File: config.mk
export PLATFORM = sky130hd
export DESIGN_NAME = irb_bridge
export DESIGN_NICKNAME = d
export VERILOG_FILES = /design/src/rtl/irb_pkg.sv /design/src/rtl/irb_hostregs.sv /design/src/rtl/irb_corelink.sv /design/src/rtl/irb_bridge.sv
export SDC_FILE = /design/constraint.sdc
export NUM_CORES = 1
export LEC_CHECK = 0
export ABC_AREA = 1
export BUFFER_PORTS_ARGS = -buffer_cell sky130_fd_sc_hd__buf_2
export CORE_MARGIN = 1.5
export CORE_UTILIZATION = 52
export CTS_CLUSTER_SIZE = 25
export DETAILED_ROUTE_END_ITERATION = 8
export GPL_TIMING_DRIVEN = 0
export PLACE_DENSITY = 0.78
export SLEW_MARGIN = 20
export SYNTH_ARGS = -nofsm -noshare
export SYNTH_HDL_FRONTEND = slang
export SYNTH_HIERARCHICAL = 1
export SYNTH_SLANG_ARGS = --single-unit
File: constraint.sdc
create_clock -name clk -period 1.6 [get_ports clk]
set_input_delay 0.32 -clock clk [delete_from_list [all_inputs] [get_ports clk]]
set_output_delay 0.32 -clock clk [all_outputs]
set_load 0.03 [all_outputs]
File: src/rtl/irb_pkg.sv
package irb_pkg;
    typedef enum logic {
        SEL_CTRL = 1'b0,
        SEL_DATA = 1'b1
    } irb_sel_e;
endpackage

File: src/rtl/irb_hostregs.sv
module irb_hostregs #(
    parameter int ADDR_W = 6,
    parameter int DATA_W = 8
) (
    input  logic              clk,
    input  logic              rst_n,
    input  logic              host_wr,
    input  logic              host_rd,
    input  logic              host_sel,
    input  logic [DATA_W-1:0] host_wdata,
    output logic [DATA_W-1:0] host_rdata,
    input  logic              rd_done,
    input  logic [DATA_W-1:0] rd_data,
    output logic              rd_start,
    output logic [ADDR_W-1:0] rd_addr,
    output logic              wr_start,
    output logic [ADDR_W-1:0] cur_addr,
    output logic              busy
);
    import irb_pkg::*;

    localparam int AUTO_BIT = ADDR_W;
    localparam int BUSY_BIT = ADDR_W + 1;

    typedef struct packed {
        logic [ADDR_W-1:0] addr;
        logic              auto_rd;
        logic              busy;
        logic [DATA_W-1:0] data;
    } regs_t;

    regs_t st_d, st_q;
    logic  ctrl_wr, data_wr, data_rd, launch;
    logic [DATA_W-1:0] ctrl_view;

    always_comb begin
        st_d     = st_q;
        ctrl_wr  = host_wr && (host_sel == SEL_CTRL);
        data_wr  = host_wr && (host_sel == SEL_DATA);
        data_rd  = host_rd && !host_wr && (host_sel == SEL_DATA);
        launch   = !st_q.busy &&
                   ((ctrl_wr && host_wdata[BUSY_BIT]) || (data_rd && st_q.auto_rd));
        rd_addr  = ctrl_wr ? host_wdata[ADDR_W-1:0] : st_q.addr;
        wr_start = data_wr && !st_q.busy;
        rd_start = launch;

        if (rd_done) begin
            st_d.data = rd_data;
            st_d.busy = 1'b0;
        end
        if (ctrl_wr) begin
            st_d.addr    = host_wdata[ADDR_W-1:0];
            st_d.auto_rd = host_wdata[AUTO_BIT];
        end
        if (launch) begin
            st_d.busy = 1'b1;
        end

        ctrl_view                = '0;
        ctrl_view[ADDR_W-1:0]    = st_q.addr;
        ctrl_view[AUTO_BIT]      = st_q.auto_rd;
        ctrl_view[BUSY_BIT]      = st_q.busy;
        host_rdata = (host_sel == SEL_CTRL) ? ctrl_view : st_q.data;
    end

    always_ff @(posedge clk or negedge rst_n) begin
        if (!rst_n) st_q <= '0;
        else        st_q <= st_d;
    end

    assign cur_addr = st_q.addr;
    assign busy     = st_q.busy;


    busy_hold_chk: assert property (@(posedge clk) disable iff (!rst_n)
        st_q.busy && !rd_done |=> st_q.busy);


    busy_clear_chk: assert property (@(posedge clk) disable iff (!rst_n)
        rd_done |=> !st_q.busy && (st_q.data == $past(rd_data)));


    data_stable_chk: assert property (@(posedge clk) disable iff (!rst_n)
        !rd_done |=> $stable(st_q.data));
endmodule

File: src/rtl/irb_corelink.sv
module irb_corelink #(
    parameter int ADDR_W = 6,
    parameter int DATA_W = 8
) (
    input  logic              clk,
    input  logic              rst_n,
    input  logic              rd_start,
    input  logic [ADDR_W-1:0] rd_addr,
    input  logic              wr_start,
    input  logic [ADDR_W-1:0] wr_addr,
    input  logic [DATA_W-1:0] wr_data,
    output logic              core_req,
    output logic              core_we,
    output logic [ADDR_W-1:0] core_addr,
    output logic [DATA_W-1:0] core_wdata,
    input  logic              core_ack,
    input  logic [DATA_W-1:0] core_rdata,
    output logic              rd_done,
    output logic [DATA_W-1:0] rd_data
);
    typedef struct packed {
        logic              rd_pend;
        logic [ADDR_W-1:0] rd_addr;
        logic              wr_pend;
        logic [ADDR_W-1:0] wr_addr;
        logic [DATA_W-1:0] wr_data;
    } link_t;

    link_t lk_d, lk_q;

    always_comb begin
        lk_d         = lk_q;
        lk_d.wr_pend = wr_start;
        if (wr_start) begin
            lk_d.wr_addr = wr_addr;
            lk_d.wr_data = wr_data;
        end
        if (lk_q.rd_pend && core_ack) begin
            lk_d.rd_pend = 1'b0;
        end
        if (rd_start) begin
            lk_d.rd_pend = 1'b1;
            lk_d.rd_addr = rd_addr;
        end
    end

    always_ff @(posedge clk or negedge rst_n) begin
        if (!rst_n) lk_q <= '0;
        else        lk_q <= lk_d;
    end

    assign core_req   = lk_q.rd_pend || lk_q.wr_pend;
    assign core_we    = lk_q.wr_pend;
    assign core_addr  = lk_q.wr_pend ? lk_q.wr_addr : lk_q.rd_addr;
    assign core_wdata = lk_q.wr_data;
    assign rd_done    = lk_q.rd_pend && core_ack;
    assign rd_data    = core_rdata;


    req_hold_chk: assert property (@(posedge clk) disable iff (!rst_n)
        lk_q.rd_pend && !core_ack |=> core_req && !core_we && $stable(core_addr));


    ack_in_read_chk: assert property (@(posedge clk) disable iff (!rst_n)
        core_ack |-> core_req && !core_we);
endmodule

File: src/rtl/irb_bridge.sv
module irb_bridge #(
    parameter int ADDR_W = 6,
    parameter int DATA_W = 8
) (
    input  logic              clk,
    input  logic              rst_n,
    input  logic              host_wr,
    input  logic              host_rd,
    input  logic              host_sel,
    input  logic [DATA_W-1:0] host_wdata,
    output logic [DATA_W-1:0] host_rdata,
    output logic              core_req,
    output logic              core_we,
    output logic [ADDR_W-1:0] core_addr,
    output logic [DATA_W-1:0] core_wdata,
    input  logic              core_ack,
    input  logic [DATA_W-1:0] core_rdata
);
    logic              rd_start, wr_start, rd_done, busy;
    logic [ADDR_W-1:0] rd_addr, cur_addr;
    logic [DATA_W-1:0] rd_data;

    irb_hostregs #(.ADDR_W(ADDR_W), .DATA_W(DATA_W)) u_regs (
        .clk        (clk),
        .rst_n      (rst_n),
        .host_wr    (host_wr),
        .host_rd    (host_rd),
        .host_sel   (host_sel),
        .host_wdata (host_wdata),
        .host_rdata (host_rdata),
        .rd_done    (rd_done),
        .rd_data    (rd_data),
        .rd_start   (rd_start),
        .rd_addr    (rd_addr),
        .wr_start   (wr_start),
        .cur_addr   (cur_addr),
        .busy       (busy)
    );

    irb_corelink #(.ADDR_W(ADDR_W), .DATA_W(DATA_W)) u_link (
        .clk        (clk),
        .rst_n      (rst_n),
        .rd_start   (rd_start),
        .rd_addr    (rd_addr),
        .wr_start   (wr_start),
        .wr_addr    (cur_addr),
        .wr_data    (host_wdata),
        .core_req   (core_req),
        .core_we    (core_we),
        .core_addr  (core_addr),
        .core_wdata (core_wdata),
        .core_ack   (core_ack),
        .core_rdata (core_rdata),
        .rd_done    (rd_done),
        .rd_data    (rd_data)
    );


    busy_has_req_chk: assert property (@(posedge clk) disable iff (!rst_n)
        busy |-> core_req && !core_we);


    no_write_busy_chk: assert property (@(posedge clk) disable iff (!rst_n)
        busy |-> !core_we);


    start_req_chk: assert property (@(posedge clk) disable iff (!rst_n)
        $rose(busy) |-> core_req && !core_we);
endmodule

# --- After elaboration in Yosys (flattened, before gate mapping) ---
# Index checks and enable logic that the tools add are counted.
totals:
  inputBits: 22
  out_inout_bits: 24
  regBits: 38
  word_cells: 31
classes:
  bitwise: 1
  n_reduce_logical: 14
  n_mux: 7
ops:
  columns: ["cell", "count"]
  rows:
  - ["$mux 6", 2]
  - ["$logic_and 1x1->1", 9]
  - ["$mux 9", 1]
  - ["$mux 8", 1]
  - ["$mux 7", 1]
  - ["$logic_not 1->1", 2]
  - ["$logic_or 1x1->1", 2]
  - ["$mux 1", 2]
  - ["$reduce_bool 2->1", 1]
  - ["$not 1->1", 1]

# --- Logic depth before layout (Yosys ltp) ---
# Gate-level depths: netlist of run 1.
depth:
  word_depth: 7
  mapped_depth: 10
  depth_no_buf: 9

# --- Modules after synthesis ---
# Netlist of run 1, hierarchy kept.
modules_own_cells:
  columns: ["mod", "n_inst", "area_per_inst_um2", "cells_per_inst", "seq_area_each_um2"]
  rows:
  - ["irb_corelink", 1, 1023.5, 128, 550.5]
  - ["irb_hostregs", 1, 797.0, 104, 400.4]

# --- Worst setup path before layout of run 1 ---
# OpenSTA, ideal clock, no wires.
synth_path:
  path_type: "input-to-output"
  from: "in host_sel"
  to: "out host_rdata[0]"
  path_buffers: 1
  arrival_time_ps: 1132
  path_stages: 2
  required_time_ps: 1280
  path_slack_ps: 148
  path_cell_list: "buf_6 o21ai_0"
synth_between:
  elab_chain_cells: 1
synth_lines:
  columns: ["element", "line_no", "source"]
  rows:
  - ["from (decl)", "irb_bridge.sv:9", "input logic host_sel,"]
  - ["$mux 8", "irb_hostregs.sv:63", "host_rdata = (host_sel == SEL_CTRL) ? ctrl_view : st_q.data;"]
  - ["to (decl)", "irb_bridge.sv:11", "output logic [DATA_W-1:0] host_rdata,"]
# Every way passes these cells.

# --- Worst setup path in the final report of run 1 ---
layout_path:
  from: "reg u_link.lk_q (netlist bit u_link/core_we)"
  to: "out core_addr[1]"
layout_between:
  elab_chain_cells: 1
layout_lines:
  columns: ["element", "line_no", "source"]
  rows:
  - ["from (decl)", "irb_corelink.sv:29", "link_t lk_d, lk_q;"]
  - ["from (signal assigned)", "irb_corelink.sv:49", "else lk_q <= lk_d;"]
  - ["$mux 6", "irb_corelink.sv:54", "assign core_addr = lk_q.wr_pend ? lk_q.wr_addr : lk_q.rd_addr;"]
  - ["to (decl)", "irb_bridge.sv:14", "output logic [ADDR_W-1:0] core_addr,"]
# Every way passes these cells.

==> run summary, run 1 <==
FLOORPLANNING
----------------------------------------------------------------------------------
Vertical extent of the die ..........................................      62.2 µm
Area of the die .....................................................     3870 µm²
Initial cell density of the core ....................................        54.6%
Core ar. ............................................................     3340 µm²
Total number of placement rows ......................................           21
Number of I/O pins ..................................................           46
Die width ...........................................................      62.2 µm

STA
----------------------------------------------------------------------------------
Max Clk Rate ........................................................    0.641 GHz
Setup-violating endpoint count in the final report ..................            0
Setup repair after global routing missed its margin .................          yes
Layout Skew .........................................................      8.62 ps
Ratio of final minimum period to clock period .......................        97.5%
Transition time of the tightest slew-check pin ......................       809 ps
Final worst setup slack .............................................      39.6 ps
Number of endpoints with negative hold slack in the final report ....            0
Post-route setup TNS ................................................         0 ps
Worst slew margin relative to its limit .............................        46.0%
Slew Viols, Final ...................................................            0
Minimum clock period ................................................      1560 ps

SYNTH
----------------------------------------------------------------------------------
Post-synthesis sequential area ratio ................................        52.2%
Gate count after technology mapping .................................          232
Register bit count reported by yosys ................................           38
Synth warn ..........................................................            6
Average footprint of a synthesized cell .............................     7.85 µm²
Summed instance area of the synthesized netlist .....................     1820 µm²
Mapped Nets .........................................................          254
Unique masters post-synth ...........................................           15

SETUP PATH
----------------------------------------------------------------------------------
Critical path arrival ...............................................      1240 ps
WP data required ....................................................      1280 ps
Cells along the critical path ....................................... buf_4 > nand2_1 > nand2_1 > buf_4
Classification of the worst setup path ..............................   reg -> out
Kind of launch point of the worst setup path ........................     register
Worst Path Max Fanout ...............................................            4
Endpoint class of the critical path ................................. primary output
Slowest CP cell .....................................................      dfrtp_2
Critical path's largest stage delay .................................       460 ps

FLOW RUN
----------------------------------------------------------------------------------
Max-cap violation count .............................................            0

ROUTE
----------------------------------------------------------------------------------
DRT antenna net count ...............................................            0
Wire length per cell after detailed routing .........................      11.1 µm
Number of vias in the routed layout .................................         1495
Total wire length ...................................................      3590 µm
Drt first-iter violations ...........................................           46
Ratio of routed vias to standard cells ..............................         4.64
Residual DRC count ..................................................            0
Initial DRT Pass Iterations .........................................            5

PLACED DESIGN
----------------------------------------------------------------------------------
# port buffers ......................................................           36
Post-DP HPWL ........................................................      2560 µm
Worst slack at placement ............................................      66.3 ps
Routability congestion estimate .....................................        0.795

FINAL LAYOUT
----------------------------------------------------------------------------------
Commonest non-fill, non-tap cell in the layout ......................      nand2_1
Ant. Diodes .........................................................            0
Signed area change from the synthesized netlist to the final layout .        17.5%
Most frequent cells in the layout ................................... 119 x nand2_1, 37 x dfrtp_1, 33 x buf_2
Utilization after layout ............................................        64.1%
Layout Nets .........................................................          298
Share of post-route cells with drive strength above 1 ...............        27.9%

POWER
----------------------------------------------------------------------------------
Power Dens Cells ....................................................  1690 nW/µm²
Sw Ratio ............................................................        41.7%
Portion of total power attributed to combinational logic ............        45.0%
Clock power frac ....................................................        12.6%
Leakage power total .................................................      1.26 nW
Net switching power .................................................      1.51 mW
Internal ............................................................      2.11 mW
Sequential power share ..............................................        42.4%
Highest ir drop seen on vdd .........................................   0.000738 V

CLOCK NETWORK
----------------------------------------------------------------------------------
Number of clock sinks ...............................................           38
Clk pin slew, worst setup/hold paths ................................       110 ps
Clock buffer depth ..................................................            2
Total clock buffers created by CTS ..................................            5
Post-CTS Hold Buffers ...............................................            0
CTS Root Cell .......................................................     clkbuf_4
Clock tree from TritonCTS ...........................................        built
Clk Latency, worst-skew pair ........................................       350 ps
Number of H-tree branching levels ...................................            2

GRT
----------------------------------------------------------------------------------
Pin count of the biggest net entering global routing ................           39
Initial antenna violation count .....................................            0
Via count of the first global-routing pass ..........................         1412
Global route overflow ...............................................            0
Total routing resource utilization after global routing .............        20.5%
Wire length of the first global-routing pass ........................      6140 µm

STATUS
----------------------------------------------------------------------------------
Run status ..........................................................    completed

HOLD PATH
----------------------------------------------------------------------------------
Worst hold path class ...............................................  in -> async

[registers in the layout, indices dropped and copies added (netlist names)]
name,count
u_link/core_wdata,8
u_link/core_we,1
u_link/lk_q,13
u_regs/busy,1
u_regs/ctrl_view,1
u_regs/cur_addr,6
u_regs/st_q,8
[worst paths after layout]
kind | from | endpoint | slack (ps) | cells after the start
min | rst_n | u_link/core_wdata[0] | 50 | 1
max reg2reg | u_regs/busy | u_link/lk_q[8] | 210 | 5
min reg2reg | u_regs/st_q[3] | u_regs/st_q[3] | 480 | 2
max | u_link/core_we | core_addr[1] | 40 | 4
min in group clk | core_rdata[0] | u_regs/st_q[0] | 160 | 3
max in group asynchronous | rst_n | u_link/core_we | 990 | 1
[power by group through the flow]
stage,combinational [mW],sequential (mW),clock (mW)
final,1.63,1.54,0.458
after floorplan,1.20,1.51,0
after detailed placement,1.58,1.55,0
after CTS,1.59,1.54,0.466
after global routing,1.80,1.59,0.499
after global placement,1.54,1.53,0
[cell type report]
| cell class | instances | area (µm²) |
|---|---|---|
| plain buffers | 28 | 215 |
| clock buffers | 7 | 45.0 |
| fillers | 321 | 1200 |
| inverters | 18 | 70.1 |
| multi-input cells | 147 | 587 |
| flip-flops and latches | 38 | 952 |
| well taps | 46 | 57.6 |
| repair buffers | 38 | 213 |
[metrics by stage]
stage	hold slack (ps)	cell area, µm²	total power, mW	instances
6_report	53.2	2140	3.63	322
5_1_grt	104	2140	3.89	322
4_1_cts	71.0	2110	3.59	322
3_5_place_dp	451	2060	3.13	314
3_3_place_gp	454	2060	3.08	314
2_1_floorplan	24.4	1820	2.71	232
[critical path: cells and delay by family, from the launching register on]
| family | cells | cell delay (ps) |
|---|---|---|
| and+or+nand+nor | 2 | 110 |
| DFF | 1 | 460 |
| buffers and inverters | 2 | 320 |
[cells in the mapped netlist]
cell type  instances  area, µm²
nand2_1          120        450
buf_6              2       22.5
dfrtp_1           38        951
nand2_2            1       6.26
clkbuf_2           1       5.00
nor2_1             5       18.8
buf_4             25        188
inv_2              1       3.75
or2_2              1       6.26
o21ai_1            2       10.0
o21ai_0           10       50.1
nand3_1            5       25.0
a21oi_1            3       15.0
inv_1             17       63.8
buf_2              1       5.00
[layer usage]
layer	wire [µm]	part of all wire (%)	vias up	global-route usage [%]
met5	0	0	-	0
met4	85	2.4	0	11.7
met3	170	4.7	10	3.80
met2	1790	50	46	34.5
met1	1540	43	675	24.7
li1	-	-	764	-
[logic make-up (layout without fill, tap and decap cells)]
logic type / Yosys count / after routing / synth area share, %
AOI/OAI and AO/OA: 15 / 15 / 4.12
buffers and inverters: 47 / 91 / 15.8
and+or+nand+nor: 132 / 132 / 27.8
DFF: 38 / 38 / 52.2
[repair_timing]
action                     CTS  global route
resized for setup            2            13
setup buffers                2             0
setup endpoints to repair    7             6
No activity file was read; power rests on OpenSTA's default activity.
==> run 2, diff against run 1 <==
--- a/config.mk
+++ b/config.mk
@@ -12,7 +12,8 @@
 export CTS_CLUSTER_SIZE = 25
 export DETAILED_ROUTE_END_ITERATION = 8
 export GPL_TIMING_DRIVEN = 0
-export PLACE_DENSITY = 0.78
+export MAX_ROUTING_LAYER = met4
+export PLACE_DENSITY_LB_ADDON = 0.25
 export SLEW_MARGIN = 20
 export SYNTH_ARGS = -nofsm -noshare
 export SYNTH_HDL_FRONTEND = slang
==> run summary, run 2 (synthesis results as in run 1) <==
CLOCK NETWORK
----------------------------------------------------------------------------------
Clk Latency, worst-skew pair ........................................       340 ps
Post-CTS Hold Buffers ...............................................            0
Clock tree from TritonCTS ...........................................        built
Total clock buffers created by CTS ..................................            5
Clock buffer depth ..................................................            2
Number of H-tree branching levels ...................................            2
CTS Root Cell .......................................................     clkbuf_4
Number of clock sinks ...............................................           38
Clk pin slew, worst setup/hold paths ................................       110 ps

POWER
----------------------------------------------------------------------------------
Clock power frac ....................................................        12.3%
Sequential power share ..............................................        42.0%
Highest ir drop seen on vdd .........................................   0.000908 V
Power Dens Cells ....................................................  1690 nW/µm²
Leakage power total .................................................      1.27 nW
Portion of total power attributed to combinational logic ............        45.7%
Net switching power .................................................      1.50 mW
Internal ............................................................      2.16 mW
Sw Ratio ............................................................        41.1%
Sum of internal, switching and leakage power ........................      3.66 mW

PLACED DESIGN
----------------------------------------------------------------------------------
Inst Count DP .......................................................          314
Routability congestion estimate .....................................        0.766
# port buffers ......................................................           36
Post-DP HPWL ........................................................      2520 µm

SETUP PATH
----------------------------------------------------------------------------------
Slowest CP cell .....................................................      dfrtp_2
Kind of launch point of the worst setup path ........................     register
Critical path's largest stage delay .................................       480 ps
WP data required ....................................................      1280 ps
Cells along the critical path ....................................... buf_6 > nand2_1 > nand2_2 > buf_6
Top cell family by delay on the critical path .......................   flip-flops
Endpoint class of the critical path ................................. primary output
CP Buf/Inv Count ....................................................            2
Classification of the worst setup path ..............................   reg -> out
Worst Path Max Fanout ...............................................            5
Critical path arrival ...............................................      1220 ps
Most repeated library cell on the critical path .....................        buf_6

STA
----------------------------------------------------------------------------------
Setup repair after global routing missed its margin .................           no
Minimum clock period ................................................      1540 ps
Worst slew margin relative to its limit .............................        45.3%
Post-route setup TNS ................................................         0 ps
Max Clk Rate ........................................................    0.651 GHz
Slew Viols, Final ...................................................            0
Layout Skew .........................................................      8.80 ps
Setup-violating endpoint count in the final report ..................            0
Hold WS .............................................................      63.6 ps
Ratio of final minimum period to clock period .......................        96.0%
Transition time of the tightest slew-check pin ......................       821 ps
Number of endpoints with negative hold slack in the final report ....            0

GRT
----------------------------------------------------------------------------------
Initial antenna violation count .....................................            0
Global route overflow ...............................................            0
Pin count of the biggest net entering global routing ................           39
Total routing resource utilization after global routing .............        21.2%
Via count of the first global-routing pass ..........................         1412
Wire length of the first global-routing pass ........................      6280 µm

ROUTE
----------------------------------------------------------------------------------
Residual DRC count ..................................................            0
Drt first-iter violations ...........................................           64
Number of vias in the routed layout .................................         1437
Initial DRT Pass Iterations .........................................            4
Highest Signal Layer ................................................         met4
Met3 WL .............................................................       181 µm
DRT antenna net count ...............................................            0
Detailed route wirelength on metal2 .................................      1690 µm
Wire length on met1 .................................................      1600 µm
Total wire length ...................................................      3520 µm
Ratio of routed vias to standard cells ..............................         4.46
Wire length per cell after detailed routing .........................      10.9 µm

STATUS
----------------------------------------------------------------------------------
Run status ..........................................................    completed

FLOW RUN
----------------------------------------------------------------------------------
Max-cap violation count .............................................            0

FLOORPLANNING
----------------------------------------------------------------------------------
Initial cell density of the core ....................................        54.6%
Vertical extent of the die ..........................................      62.2 µm
Area of the die .....................................................     3870 µm²
Total number of placement rows ......................................           21
Number of I/O pins ..................................................           46
Die width ...........................................................      62.2 µm
Core ar. ............................................................     3340 µm²

FINAL LAYOUT
----------------------------------------------------------------------------------
Layout Nets .........................................................          298
Ant. Diodes .........................................................            0
Max reg flops .......................................................           13
Most frequent cells in the layout ................................... 118 x nand2_1, 37 x dfrtp_1, 30 x buf_2
Register name with the most flops ...................................  u_link/lk_q
Cell Count, Final, Fillers Out ......................................          322
Commonest non-fill, non-tap cell in the layout ......................      nand2_1
Share of post-route cells with drive strength above 1 ...............        28.3%
Signed area change from the synthesized netlist to the final layout .        18.9%

HOLD PATH
----------------------------------------------------------------------------------
Worst hold path class ...............................................  in -> async

run 2: final cells by class:
type | instances | area [µm²]
clock buffer | 7 | 45.0
timing repair buffer | 38 | 235
buffer | 28 | 215
multi-input combinational | 147 | 589
fill | 315 | 1170
inverter | 18 | 70.1
tap | 46 | 57.6
sequential | 38 | 952
run 2: metrics by stage:
stage / setup slack [ps] / instance area, µm² / utilization, %
global route: 1.61 / 2160 / 64.9
detailed placement: 30.3 / 2060 / 61.7
global placement: 96.6 / 2060 / 61.7
floorplan: 148 / 1820 / -
CTS: 4.26 / 2110 / 63.4
finish: 63.7 / 2160 / 64.9
run 2: power by group through the flow:
stage               Combinational [mW]  Sequential, mW  Clock [mW]
detailed placement                1.58            1.54           0
global route                      1.86            1.60       0.503
finish                            1.67            1.54       0.449
global placement                  1.55            1.53           0
CTS                               1.58            1.53       0.465
floorplan                         1.20            1.51           0
run 2: timing repair:
| action | CTS | global route |
|---|---|---|
| gates resized for setup | 2 | 22 |
| buffers inserted | 2 | 0 |
| endpoints found under the setup margin | 7 | 8 |
run 2: path summary, 6_finish.rpt:
path,startpoint,to,slack [ps],depth (start not counted)
setup / recovery,u_link/core_we,core_addr[5],60,4
hold / removal,rst_n,u_link/core_wdata[3],60,1
setup reg to reg,u_regs/busy,u_link/core_wdata[5],220,5
hold reg to reg,u_link/lk_q[16],u_link/lk_q[16],480,2
max in group asynchronous,rst_n,u_link/core_we,970,1
min in group clk,core_rdata[7],u_regs/st_q[7],180,3
run 2: layer usage:
layer | vias up | GRT usage, %
met1 | 631 | 26.7
li1 | 766 | -
met5 | - | -
met4 | 0 | 8.33
met3 | 6 | 3.99
met2 | 34 | 34.1
run 2: worst register-to-register path, cell delays in order, from the launching register on:
cell and delay, ps:
dfrtp_1 410, nor2_1 440, inv_2 130, buf_6 180, nand2_1 60, nand2_1 50
